## config.mk

```make
export PLATFORM = sky130hd
export DESIGN_NAME = cke_suspend_seq
export DESIGN_NICKNAME = d
export VERILOG_FILES = /design/src/rtl/cke_sus_pkg.sv /design/src/rtl/cke_sus_window.sv /design/src/rtl/cke_recov_timer.sv /design/src/rtl/cke_sus_fsm.sv /design/src/rtl/cke_suspend_seq.sv
export SDC_FILE = /design/constraint.sdc
export NUM_CORES = 1
export LEC_CHECK = 0
export ABC_AREA = 1
export BUFFER_PORTS_ARGS = -buffer_cell sky130_fd_sc_hd__buf_2
export CAP_MARGIN = 20
export CORE_MARGIN = 2
export CORE_UTILIZATION = 40
export CTS_CLUSTER_SIZE = 30
export DETAILED_ROUTE_END_ITERATION = 6
export PLACE_DENSITY = 0.67
export SLEW_MARGIN = 20
export SYNTH_ARGS = -nofsm -noshare
export SYNTH_HDL_FRONTEND = slang
export SYNTH_SLANG_ARGS = --single-unit
```

## constraint.sdc

```tcl
create_clock -name clk -period 1.5 [get_ports clk]
set_clock_uncertainty 0.2 [all_clocks]
set_input_delay 0.3 -clock clk [delete_from_list [all_inputs] [get_ports clk]]
set_output_delay 0.3 -clock clk [all_outputs]
set_load 0.01 [all_outputs]
```

## src/rtl/cke_sus_pkg.sv

```systemverilog
package cke_sus_pkg;

   typedef enum logic [1:0] {
      ST_RUN   = 2'd0,
      ST_SUSP  = 2'd1,
      ST_RECOV = 2'd2
   } sus_state_t;

endpackage

```

## src/rtl/cke_sus_window.sv

```systemverilog
// Counts consecutive paused cycles and flags the last allowed one.
module cke_sus_window #(
   parameter int LIMIT = 1024
) (
   input  logic clk,
   input  logic rst_n,
   input  logic run_en,
   output logic limit_hit
);
   localparam int CW = (LIMIT < 2) ? 1 : $clog2(LIMIT);
   localparam logic [CW-1:0] LAST = CW'(LIMIT - 1);

   logic [CW-1:0] cnt_q;

   always_ff @(posedge clk or negedge rst_n) begin
      if (!rst_n) begin
         cnt_q <= '0;
      end else if (!run_en) begin
         cnt_q <= '0;
      end else if (cnt_q != LAST) begin
         cnt_q <= cnt_q + 1'b1;
      end
   end

   assign limit_hit = run_en && (cnt_q == LAST);

   // the sequencer must leave the paused state right after the limit
   p_limit_leaves_r6: assert property (@(posedge clk) disable iff (!rst_n)
      limit_hit |=> !run_en);

endmodule

```

## src/rtl/cke_recov_timer.sv

```systemverilog
// Loaded on each exit; reports when the post-exit recovery has elapsed.
module cke_recov_timer #(
   parameter int T_CKA = 1
) (
   input  logic clk,
   input  logic rst_n,
   input  logic load,
   output logic done
);
   localparam int RW = (T_CKA < 1) ? 1 : $clog2(T_CKA + 1);
   localparam logic [RW-1:0] RELOAD = RW'(T_CKA);

   logic [RW-1:0] cnt_q;

   always_ff @(posedge clk or negedge rst_n) begin
      if (!rst_n) begin
         cnt_q <= '0;
      end else if (load) begin
         cnt_q <= RELOAD;
      end else if (cnt_q != '0) begin
         cnt_q <= cnt_q - 1'b1;
      end
   end

   assign done = (cnt_q == '0);

   // a fresh load with nonzero recovery must not report done at once
   p_load_not_done_r5: assert property (@(posedge clk) disable iff (!rst_n)
      (load && (T_CKA > 0)) |=> !done);

endmodule

```

## src/rtl/cke_sus_fsm.sv

```systemverilog
// Run / pause / recover sequencing and the registered CKE level.
module cke_sus_fsm
   import cke_sus_pkg::*;
(
   input  logic       clk,
   input  logic       rst_n,
   input  logic       sus_req,
   input  logic       burst_active,
   input  logic       refresh_due,
   input  logic       limit_hit,
   input  logic       recov_done,
   output sus_state_t state_o,
   output logic       cke_o,
   output logic       exit_o,
   output logic       force_o
);
   sus_state_t state_q;
   logic       cke_q;
   logic       force_q;
   logic       rearm_q;
   logic       must_end;
   logic       may_enter;

   assign must_end  = limit_hit || refresh_due;
   assign may_enter = sus_req && burst_active && !refresh_due && !rearm_q;
   assign exit_o    = (state_q == ST_SUSP) && (must_end || !sus_req);

   always_ff @(posedge clk or negedge rst_n) begin
      if (!rst_n) begin
         state_q <= ST_RUN;
         cke_q   <= 1'b1;
         force_q <= 1'b0;
         rearm_q <= 1'b0;
      end else begin
         force_q <= 1'b0;
         if (!sus_req) begin
            rearm_q <= 1'b0;
         end
         unique case (state_q)
            ST_RUN: begin
               if (may_enter) begin
                  state_q <= ST_SUSP;
                  cke_q   <= 1'b0;
               end
            end
            ST_SUSP: begin
               if (must_end) begin
                  state_q <= ST_RECOV;
                  cke_q   <= 1'b1;
                  force_q <= 1'b1;
                  rearm_q <= sus_req;
               end else if (!sus_req) begin
                  state_q <= ST_RECOV;
                  cke_q   <= 1'b1;
               end
            end
            ST_RECOV: begin
               if (recov_done) begin
                  state_q <= ST_RUN;
               end
            end
            default: begin
               state_q <= ST_RUN;
               cke_q   <= 1'b1;
            end
         endcase
      end
   end

   assign state_o = state_q;
   assign cke_o   = cke_q;
   assign force_o = force_q;

   // a pause is only entered from a qualified request
   p_entry_qualified_r2: assert property (@(posedge clk) disable iff (!rst_n)
      $fell(cke_q) |-> $past(sus_req && burst_active && !refresh_due));

   // a refresh deadline ends a pause on the very next edge
   p_refresh_exit_r7: assert property (@(posedge clk) disable iff (!rst_n)
      (!cke_q && refresh_due) |=> cke_q);

   // the forced-exit flag marks the first cycle with CKE high again
   p_force_on_rise_r6: assert property (@(posedge clk) disable iff (!rst_n)
      force_q |-> $rose(cke_q));

   p_force_single_r6: assert property (@(posedge clk) disable iff (!rst_n)
      force_q |=> !force_q);

endmodule

```

## src/rtl/cke_suspend_seq.sv

```systemverilog
module cke_suspend_seq
   import cke_sus_pkg::*;
#(
   parameter int MAX_SUSP_CYC      = 1024,
   parameter int T_CKA_CYC         = 1,
   parameter bit HOLD_ALIGN_DEVICE = 1'b1
) (
   input  logic clk,
   input  logic rst_n,
   input  logic sus_req,
   input  logic burst_active,
   input  logic refresh_due,
   output logic cke,
   output logic cmd_stall,
   output logic pipe_hold,
   output logic force_exit
);
   generate
      if (MAX_SUSP_CYC < 2) begin : g_bad_limit
         $error("MAX_SUSP_CYC must be at least 2");
      end
      if (T_CKA_CYC < 0) begin : g_bad_recov
         $error("T_CKA_CYC must not be negative");
      end
   endgenerate

   sus_state_t state_w;
   logic       cke_w;
   logic       limit_w;
   logic       done_w;
   logic       exit_w;
   logic       force_w;

   cke_sus_window #(.LIMIT(MAX_SUSP_CYC)) u_window (
      .clk       (clk),
      .rst_n     (rst_n),
      .run_en    (state_w == ST_SUSP),
      .limit_hit (limit_w)
   );

   cke_recov_timer #(.T_CKA(T_CKA_CYC)) u_recov (
      .clk   (clk),
      .rst_n (rst_n),
      .load  (exit_w),
      .done  (done_w)
   );

   cke_sus_fsm u_fsm (
      .clk          (clk),
      .rst_n        (rst_n),
      .sus_req      (sus_req),
      .burst_active (burst_active),
      .refresh_due  (refresh_due),
      .limit_hit    (limit_w),
      .recov_done   (done_w),
      .state_o      (state_w),
      .cke_o        (cke_w),
      .exit_o       (exit_w),
      .force_o      (force_w)
   );

   assign cke        = cke_w;
   assign cmd_stall  = (state_w != ST_RUN);
   assign force_exit = force_w;

   generate
      if (HOLD_ALIGN_DEVICE) begin : g_hold_dev
         logic hold_q;
         always_ff @(posedge clk or negedge rst_n) begin
            if (!rst_n) hold_q <= 1'b0;
            else        hold_q <= !cke_w;
         end
         assign pipe_hold = hold_q;
      end else begin : g_hold_early
         assign pipe_hold = !cke_w;
      end
   endgenerate

   // commands are blocked whenever the device may be paused
   p_stall_while_low_r5: assert property (@(posedge clk) disable iff (!rst_n)
      !cke |-> cmd_stall);

   p_stall_on_rise_r5: assert property (@(posedge clk) disable iff (!rst_n)
      $rose(cke) |-> cmd_stall);

   // pipeline freeze never happens while commands flow
   p_hold_in_stall_r8: assert property (@(posedge clk) disable iff (!rst_n)
      pipe_hold |-> cmd_stall);

endmodule

```

==> flow_metrics.py, run 1 <==
metrics = {
    "status": {
        "status": "complete, but fails checks",
        "violations": "negative setup slack",
    },
    "synthesis": {
        "yosys-top-cells-area": "dfrtp_1 (44%), nand2_1 (9.9%), inv_1 (6.2%)",
        "synth_flop_cell": "dfrtp_1",
        "synth_area_per_cell_um2": 8.60,
        "seq_area_frac_synth": 0.468,
        "synth_area_um2": 912,
        "synth.top_cell.area_share": 0.439,
        "syn_nets": 112,
        "synth_common_cells": "nand2_1 (24), dfrtp_1 (16), inv_1 (15)",
        "synth_most_common_cell": "nand2_1",
        "syn_inst": 106,
        "synth-edff-count": 0,
        "yosysWarnings": 0,
        "async_flop_share": 1.00,
        "yosys.area.top_type": "dfrtp_1",
        "synth-seq-cells": 17,
        "netlist-cell-type-count": 27,
    },
    "cells_and_area": {
        "nNetsFinal": 132,
        "final_layout_size_suffix_gt1_frac": 0.360,
        "postLayoutCoreUtil": 0.506,
        "syn2layout_area_growth_pct": 21.5,
        "diodes": 0,
    },
    "worst_setup_path": {
        "cp-end-kind": "output pin",
        "cp_data_required_time_ps": 1000,
        "r2r_slack_ps": 10,
        "critical_path_arrival_ps": 1040,
        "r2r_start": "u_window.cnt_q[1]$_DFFE_PN0P_",
        "reg2regPathDepth": 6,
        "worst-path-max-fanout": 3,
        "path_delay_family": "flip-flops",
        "cpMaxStageDelayCell": "dfrtp_1",
        "worstSetupStartpointType": "flip-flop",
        "r2r-end": "u_window.cnt_q[6]$_DFFE_PN0P_",
        "crit_buf_inv": 2,
        "critical_path_class": "flip-flop to output pin",
        "crit_chain": "nor2_2 -> inv_1 -> buf_2",
        "cpPeakStageDelay_ps": 420,
    },
    "floorplan": {
        "die-area_um2": 2680,
        "io_pins": 9,
        "fp.dieH_um": 51.8,
        "rows": 17,
        "core-area_um2": 2190,
        "die_w_um": 51.8,
        "start_util": 0.416,
    },
    "flow_run": {
        "cap_violations": 0,
    },
    "route": {
        "routed_wl_um": 1820,
        "wire_per_inst_um": 11.9,
        "viasPerCell": 4.94,
        "ant_nets": 0,
        "drt_iter0_markers": 32,
        "drtPass1Iterations": 4,
        "drc_errors": 0,
        "via_count": 756,
    },
    "global_routing": {
        "grt_first_pass_wirelength_um": 3110,
        "grt_pass1_vias": 728,
        "overflow": 0,
        "grt.total_usage": 0.156,
        "grt_max_degree": 18,
        "grt_antenna_before_repair": 0,
    },
    "power_and_ir_drop": {
        "irDropWorstVdd_v": 0.000960,
        "p_int_uw": 845,
        "p_leak_uw": 0.000628,
        "sw_frac_of_total": 0.369,
        "pwr-share-comb": 0.353,
        "p_switching_uw": 493,
        "powerDensity_nw_per_um2": 1210,
        "clkPwrFrac": 0.185,
        "p_total_uw": 1340,
        "p_seq_frac": 0.462,
    },
    "worst_hold_path": {
        "min_path_cells": 3,
        "min_path_type": "input port to flip-flop",
        "hold_end": "u_fsm.rearm_q$_DFF_PN0_",
        "worstHoldStart": "sus_req",
    },
    "sta": {
        "fin_crit_ps": 1540,
        "finalCritPeriodShare": 1.03,
        "finalSetupViolations": 1,
        "setup_ws_ps": -41.0,
        "worst_pin_slew_ps": 388,
        "max-slew-margin-rel": 0.742,
        "hold_viol_final": 0,
        "clock.fmax_mhz": 649,
        "rsz0062_at_grt": "true",
        "drv_slew": 0,
        "hold_ws_ps": 62.6,
        "tns_ps": -41.0,
    },
    "cts": {
        "cts_num_sinks": 17,
        "cts-htree-levels": 1,
        "root_buffer": "clkbuf_4",
        "clk_pin_slew_ps": 100,
        "cts_tree": "built",
        "cts_buffers": 3,
        "clk_latency_ps": 290,
        "clk_path_buf_depth": 2,
    },
    "placed_design": {
        "place_hpwl_um": 1230,
        "gp_congestion": 0.822,
        "place_ws_ps": -17.7,
        "io_buffers": 8,
    },
}
==> cells by family (layout without fill, tap and decap cells) <==
logic type	count (synthesis)	count (layout)	share of synthesized area
xor+xnor	1	1	0.00960
flops	17	17	0.468
simple gates	56	56	0.346
compound gates	12	12	0.0809
fa+ha+maj	1	1	0.0137
buf+inv	19	38	0.0823
==> metrics by stage <==
step | cell area [um2] | cells
after floorplan | 912 | 106
after global placement | 995 | 143
after detailed placement | 995 | 143
after CTS | 1060 | 151
after global routing | 1110 | 153
final | 1110 | 153
==> worst min-delay path, cell delays in order <==
cell and delay, ps:
buf_2 130, o21ai_2 60, inv_1 40
==> repair_timing <==
| item | CTS | global route |
|---|---|---|
| pin swaps | 2 | 5 |
| buffers inserted | 3 | 2 |
| gates resized for setup | 1 | 11 |
| hold buffers | 1 | 0 |
| hold endpoints to repair | 16 | 0 |
| setup endpoints to repair | 9 | 12 |
==> placed cells by master, fill, tap and decap left out, types with 3 or more instances in the layout <==
cell type / instances
nand2_1: 22
dfrtp_1: 16
inv_1: 14
buf_2: 8
buf_4: 7
nor2_1: 6
nand3_1: 6
nand2_2: 4
inv_2: 4
o21ai_0: 4
nor2_4: 3
a21oi_1: 3
clkbuf_4: 3
==> layer usage <==
| metal | track usage | up-vias | share of wire |
|---|---|---|---|
| li1 | - | 375 | - |
| met1 | 0.213 | 357 | 0.43 |
| met2 | 0.239 | 20 | 0.52 |
| met3 | 0.0172 | 4 | 0.032 |
| met4 | 0.0877 | 0 | 0.012 |
| met5 | 0 | - | 0 |
==> flip-flops by register name, indices dropped and copies added (netlist names) <==
signal          count
u_recov.cnt_q       1
u_fsm.state_o       2
u_window.cnt_q     10
u_fsm.rearm_q       1
u_fsm.force_o       1
u_fsm.cke_o         1
pipe_hold           1
==> area by class of cell <==
class / instances / area, um2
repair buffers: 16 / 103
flip-flops and latches: 17 / 427
well taps: 28 / 35.0
fillers: 205 / 1080
clock buffers: 3 / 22.5
multi-input cells: 70 / 449
inverters: 18 / 67.6
clock inverters: 1 / 5.00
==> power groups by stage <==
stage	clock network, uW	logic, uW	registers, uW
floorplan	0	274	642
global placement	0	393	631
detailed placement	0	397	633
CTS	258	446	615
global route	274	527	629
finish	248	472	618
==> how the worst max path moves through the flow <==
stage	startpoint	end	slack [ps]	cells after the start
2_1_floorplan	u_window.cnt_q[0]$_DFFE_PN0P_	u_fsm.rearm_q$_DFF_PN0_	90	7
3_3_place_gp	u_window.cnt_q[1]$_DFFE_PN0P_	u_fsm.rearm_q$_DFF_PN0_	30	7
6_report	u_fsm.state_o[1]$_DFFE_PN0P_	cmd_stall	-40	3
3_5_place_dp	u_window.cnt_q[1]$_DFFE_PN0P_	u_fsm.rearm_q$_DFF_PN0_	-20	7
5_1_grt	u_window.cnt_q[1]$_DFFE_PN0P_	u_fsm.state_o[1]$_DFFE_PN0P_	-100	7
4_1_cts	u_fsm.state_o[0]$_DFFE_PN0P_	cmd_stall	-20	3
Note: power is estimated with default switching activity, not from simulation.
==> run 2, diff against run 1 <==
--- a/config.mk
+++ b/config.mk
@@ -6,13 +6,15 @@
 export NUM_CORES = 1
 export LEC_CHECK = 0
 export ABC_AREA = 1
+export ABC_CLOCK_PERIOD_IN_PS = 1500
 export BUFFER_PORTS_ARGS = -buffer_cell sky130_fd_sc_hd__buf_2
 export CAP_MARGIN = 20
 export CORE_MARGIN = 2
 export CORE_UTILIZATION = 40
 export CTS_CLUSTER_SIZE = 30
 export DETAILED_ROUTE_END_ITERATION = 6
-export PLACE_DENSITY = 0.67
+export PLACE_DENSITY_LB_ADDON = 0.2
+export REMOVE_ABC_BUFFERS = 1
 export SLEW_MARGIN = 20
 export SYNTH_ARGS = -nofsm -noshare
 export SYNTH_HDL_FRONTEND = slang
==> flow_metrics.py, run 2 (same netlist as run 1, synthesis figures left out) <==
metrics = {
    "status": {
        "status": "complete, but fails checks",
        "violations": "negative setup slack",
    },
    "route": {
        "drc_errors": 0,
        "via_count": 789,
        "drt_iter0_markers": 10,
        "wire_per_inst_um": 12.2,
        "ant_nets": 0,
        "drtPass1Iterations": 4,
        "viasPerCell": 4.93,
        "routed_wl_um": 1960,
    },
    "cells_and_area": {
        "top_register": "u_window.cnt_q",
        "syn2layout_area_growth_pct": 32.9,
        "largest_register_ffs": 10,
        "nNetsFinal": 139,
        "fill_cells": 200,
        "final_cell_mix": "nand2_1 (23), inv_1 (14), dfrtp_1 (14)",
        "multi_input_area_um2": 468,
        "diodes": 0,
        "final_cell_area_um2": 1210,
        "register_area_um2": 429,
        "final_common_cell": "nand2_1",
        "final_layout_size_suffix_gt1_frac": 0.394,
    },
    "worst_setup_path": {
        "cp-startpoint": "u_fsm.state_o[0]$_DFFE_PN0P_",
        "critical_path_arrival_ps": 1040,
        "r2r_start": "u_fsm.state_o[1]$_DFFE_PN0P_",
        "worstSetupStartpointType": "flip-flop",
        "cp_data_required_time_ps": 1000,
        "critical_path_class": "flip-flop to output pin",
        "worst-path-max-fanout": 2,
        "cp-end-kind": "output pin",
    },
    "floorplan": {
        "die_w_um": 51.8,
        "start_util": 0.416,
        "io_pins": 9,
        "core-area_um2": 2190,
        "die-area_um2": 2680,
        "rows": 17,
        "fp.dieH_um": 51.8,
    },
    "power_and_ir_drop": {
        "p_seq_frac": 0.379,
        "powerDensity_nw_per_um2": 1360,
        "pwr-share-comb": 0.465,
        "sw_frac_of_total": 0.360,
        "clkPwrFrac": 0.156,
        "p_total_uw": 1650,
        "irDropWorstVdd_v": 0.000908,
        "p_switching_uw": 595,
        "p_int_uw": 1060,
        "p_leak_uw": 0.000675,
    },
    "sta": {
        "max-slew-margin-rel": 0.741,
        "worst_pin_slew_ps": 389,
        "drv_slew": 0,
        "clock.fmax_mhz": 651,
        "fin_crit_ps": 1540,
        "finalCritPeriodShare": 1.02,
        "finalSetupViolations": 2,
        "rsz0062_at_grt": "true",
        "setup_ws_ps": -35.7,
        "hold_ws_ps": 84.8,
        "hold_viol_final": 0,
    },
    "placed_design": {
        "place_ws_ps": 5.91,
        "io_buffers": 8,
        "gp_congestion": 0.783,
        "dpl-instance-area_um2": 1000,
        "place_hpwl_um": 1290,
    },
    "global_routing": {
        "grt_pass1_vias": 748,
        "grt_max_degree": 18,
        "overflow": 0,
        "grt_first_pass_wirelength_um": 3240,
        "grt_antenna_before_repair": 0,
        "grt.total_usage": 0.167,
    },
    "cts": {
        "cts_tree": "built",
        "root_buffer": "clkbuf_4",
        "cts-htree-levels": 1,
        "clk_latency_ps": 300,
        "clk_pin_slew_ps": 100,
        "cts_buffers": 3,
        "cts_num_sinks": 17,
        "clk_path_buf_depth": 2,
    },
    "worst_hold_path": {
        "worstHoldStart": "sus_req",
        "min_path_type": "input port to flip-flop",
    },
    "flow_run": {
        "cap_violations": 0,
    },
}
==> run 2: cell types whose count changed in the layout (fill, tap and decap cells not counted), sizes merged <==
cell / change
buf: +7
==> run 2: power groups by stage <==
stage	combinational (uW)	clock, uW	sequential (uW)
global route	839	287	636
floorplan	256	0	642
finish	770	258	626
global placement	406	0	627
detailed placement	414	0	630
CTS	587	264	608
==> run 2: area by class of cell <==
class | count | area share
clock buffers | 3 | 0.0186
clock inverters | 1 | 0.00413
multi-input cells | 70 | 0.386
flip-flops and latches | 17 | 0.354
well taps | 28 | 0.0289
inverters | 18 | 0.0619
repair buffers | 23 | 0.147
==> run 2: routing by layer <==
layer	up-vias	global-route usage	wire, um	share of wire
li1	393	-	-	-
met1	381	0.218	894	0.46
met2	11	0.263	988	0.51
met3	4	0.0345	50	0.026
met4	0	0.0789	23	0.012
met5	-	0	0	0
==> run 2: through the flow <==
stage,util,setup TNS (ps),instances
6_report,0.553,-50.3,160
3_5_place_dp,0.457,0,144
5_1_grt,0.553,-259,160
2_1_floorplan,-,0,105
4_1_cts,0.499,-23.9,156
3_3_place_gp,0.457,0,144
==> run 2: timing repair <==
action,CTS,global route
gates resized for setup,0,21
endpoints found under the setup margin,1,17
pin swaps,1,8
hold buffers,1,0
buffers inserted,7,4
hold endpoints to repair,16,0
==> run 2: final timing paths <==
path	endpoint	cells after the start	slack, ps
max	cmd_stall	3	-40
min	u_fsm.rearm_q$_DFF_PN0_	3	80
max reg2reg	u_fsm.state_o[1]$_DFFE_PN0P_	8	-10
min reg2reg	pipe_hold$_DFF_PN0_	1	260
max in group asynchronous	u_fsm.cke_o$_DFFE_PN1P_	2	540
min in group asynchronous	u_window.cnt_q[7]$_DFFE_PN0P_	2	240
==> run 2: worst max-delay path: stages, from the launching register on <==
cell	delay (ps)
dfrtp_1	400
nor2_1	140
inv_1	70
buf_2	130
==> run 3, diff against run 2 <==
--- a/config.mk
+++ b/config.mk
@@ -6,11 +6,12 @@
 export NUM_CORES = 1
 export LEC_CHECK = 0
 export ABC_AREA = 1
-export ABC_CLOCK_PERIOD_IN_PS = 1500
+export ABC_CLOCK_PERIOD_IN_PS = 1600
 export BUFFER_PORTS_ARGS = -buffer_cell sky130_fd_sc_hd__buf_2
 export CAP_MARGIN = 20
 export CORE_MARGIN = 2
 export CORE_UTILIZATION = 40
+export CTS_CLUSTER_DIAMETER = 150
 export CTS_CLUSTER_SIZE = 30
 export DETAILED_ROUTE_END_ITERATION = 6
 export PLACE_DENSITY_LB_ADDON = 0.2
==> constraint.sdc (replaced) <==
create_clock -name clk -period 1.6 [get_ports clk]
set_clock_uncertainty 0.2 [all_clocks]
set_input_delay 0.32 -clock clk [delete_from_list [all_inputs] [get_ports clk]]
set_output_delay 0.32 -clock clk [all_outputs]
set_load 0.01 [all_outputs]
==> flow_metrics.py, run 3 (same netlist as run 1, synthesis figures left out) <==
metrics = {
    "status": {
        "status": "completed",
    },
    "power_and_ir_drop": {
        "irDropWorstVdd_v": 0.000714,
        "pwr-share-comb": 0.365,
        "powerDensity_nw_per_um2": 1170,
        "p_seq_frac": 0.455,
        "sw_frac_of_total": 0.354,
        "p_switching_uw": 449,
        "clkPwrFrac": 0.180,
        "p_int_uw": 820,
        "p_leak_uw": 0.000622,
    },
    "route": {
        "via_count": 718,
        "drtPass1Iterations": 4,
        "drc_errors": 0,
        "drt_iter0_markers": 14,
        "routed_wl_um": 1710,
        "wire_per_inst_um": 11.3,
        "viasPerCell": 4.72,
        "ant_nets": 0,
    },
    "cells_and_area": {
        "final_cell_mix": "nand2_1 (24), dfrtp_1 (16), inv_1 (13)",
        "nNetsFinal": 131,
        "final_common_cell": "nand2_1",
        "diodes": 0,
        "syn2layout_area_growth_pct": 19.2,
        "largest_register_ffs": 10,
        "final_cell_area_um2": 1090,
        "top_register": "u_window.cnt_q",
        "final_layout_size_suffix_gt1_frac": 0.323,
    },
    "worst_setup_path": {
        "worst-path-max-fanout": 6,
        "worstSetupStartpointType": "flip-flop",
        "critical_path_class": "flip-flop to flip-flop",
        "critical_path_arrival_ps": 1560,
        "r2r_slack_ps": 60,
        "cp-end-kind": "flip-flop",
        "cp_data_required_time_ps": 1630,
    },
    "cts": {
        "cts-htree-levels": 1,
        "cts_buffers": 3,
        "clk_latency_ps": 280,
        "cts_tree": "built",
        "clk_pin_slew_ps": 100,
        "clk_path_buf_depth": 2,
        "root_buffer": "clkbuf_4",
        "cts_num_sinks": 17,
    },
    "placed_design": {
        "gp_congestion": 0.820,
        "dpl-instance-area_um2": 987,
        "io_buffers": 8,
        "place_hpwl_um": 1250,
    },
    "floorplan": {
        "rows": 17,
        "io_pins": 9,
        "fp.dieH_um": 51.8,
        "die-area_um2": 2680,
        "core-area_um2": 2190,
        "die_w_um": 51.8,
        "start_util": 0.416,
    },
    "sta": {
        "hold_ws_ps": 79.1,
        "clock.fmax_mhz": 651,
        "drv_slew": 0,
        "finalCritPeriodShare": 0.960,
        "max-slew-margin-rel": 0.750,
        "fin_crit_ps": 1540,
        "hold_viol_final": 0,
        "worst_pin_slew_ps": 375,
        "finalSetupViolations": 0,
    },
    "global_routing": {
        "grt_first_pass_wirelength_um": 2950,
        "overflow": 0,
        "grt_antenna_before_repair": 0,
        "grt.total_usage": 0.151,
        "grt_max_degree": 18,
        "grt_pass1_vias": 670,
    },
    "flow_run": {
        "cap_violations": 0,
    },
    "worst_hold_path": {
        "min_path_type": "input port to flip-flop",
    },
}
run 3: stage by stage:
step | TNS [ps] | total power (uW) | cells | utilization | worst slack, ps
after floorplan | 0 | 842 | 105 | - | 191
after global routing | -56.9 | 1380 | 152 | 0.496 | -27.4
after CTS | 0 | 1210 | 148 | 0.471 | 39.0
final | 0 | 1270 | 152 | 0.496 | 64.1
after detailed placement | 0 | 964 | 142 | 0.451 | 56.3
after global placement | 0 | 957 | 142 | 0.451 | 78.7
run 3: final cells by class:
type / instances / area, um2
clock buffer: 4 / 26.3
fill: 230 / 1100
inverter: 18 / 67.6
multi-input combinational: 70 / 430
sequential: 17 / 427
tap: 28 / 35.0
timing repair buffer: 15 / 101
run 3: path summary, 6_finish.rpt:
| kind | to | start | cells past startpoint |
|---|---|---|---|
| hold / removal | u_fsm.rearm_q$_DFF_PN0_ | sus_req | 3 |
| hold reg to reg | pipe_hold$_DFF_PN0_ | u_fsm.cke_o$_DFFE_PN1P_ | 1 |
| min in group asynchronous | u_window.cnt_q[7]$_DFFE_PN0P_ | rst_n | 2 |
| max in group asynchronous | u_fsm.cke_o$_DFFE_PN1P_ | rst_n | 2 |
| setup reg to reg | u_fsm.state_o[1]$_DFFE_PN0P_ | u_window.cnt_q[1]$_DFFE_PN0P_ | 7 |
| setup / recovery | u_fsm.state_o[1]$_DFFE_PN0P_ | u_window.cnt_q[1]$_DFFE_PN0P_ | 7 |
run 3: critical path: stages, from the launching register on:
cell     delay [ps]
dfrtp_1         400
ha_2            230
nand2_4          80
nor2_8          150
nand4_4         150
a21oi_4         200
inv_2            40
nand2_2          40
run 3: what timing repair did:
action,in CTS,in global routing
hold buffers,1,0
gates resized for setup,0,8
setup buffers,1,4
endpoints found under the setup margin,1,10
gates cloned,0,0
pin swaps,0,5
endpoints found under the hold margin,16,0
run 3: power groups by stage:
stage          combinational [uW]  sequential [uW]  clock, uW
2_1_floorplan                 240              602          0
3_3_place_gp                  365              592          0
3_5_place_dp                  368              595          0
4_1_cts                       398              577        240
5_1_grt                       523              591        265
6_report                      463              578        229
run 3: per-layer routing:
layer	track usage	share of wire
met5	0	0
met1	0.211	0.49
met3	0.0345	0.039
met4	0.0658	0.0076
met2	0.222	0.46
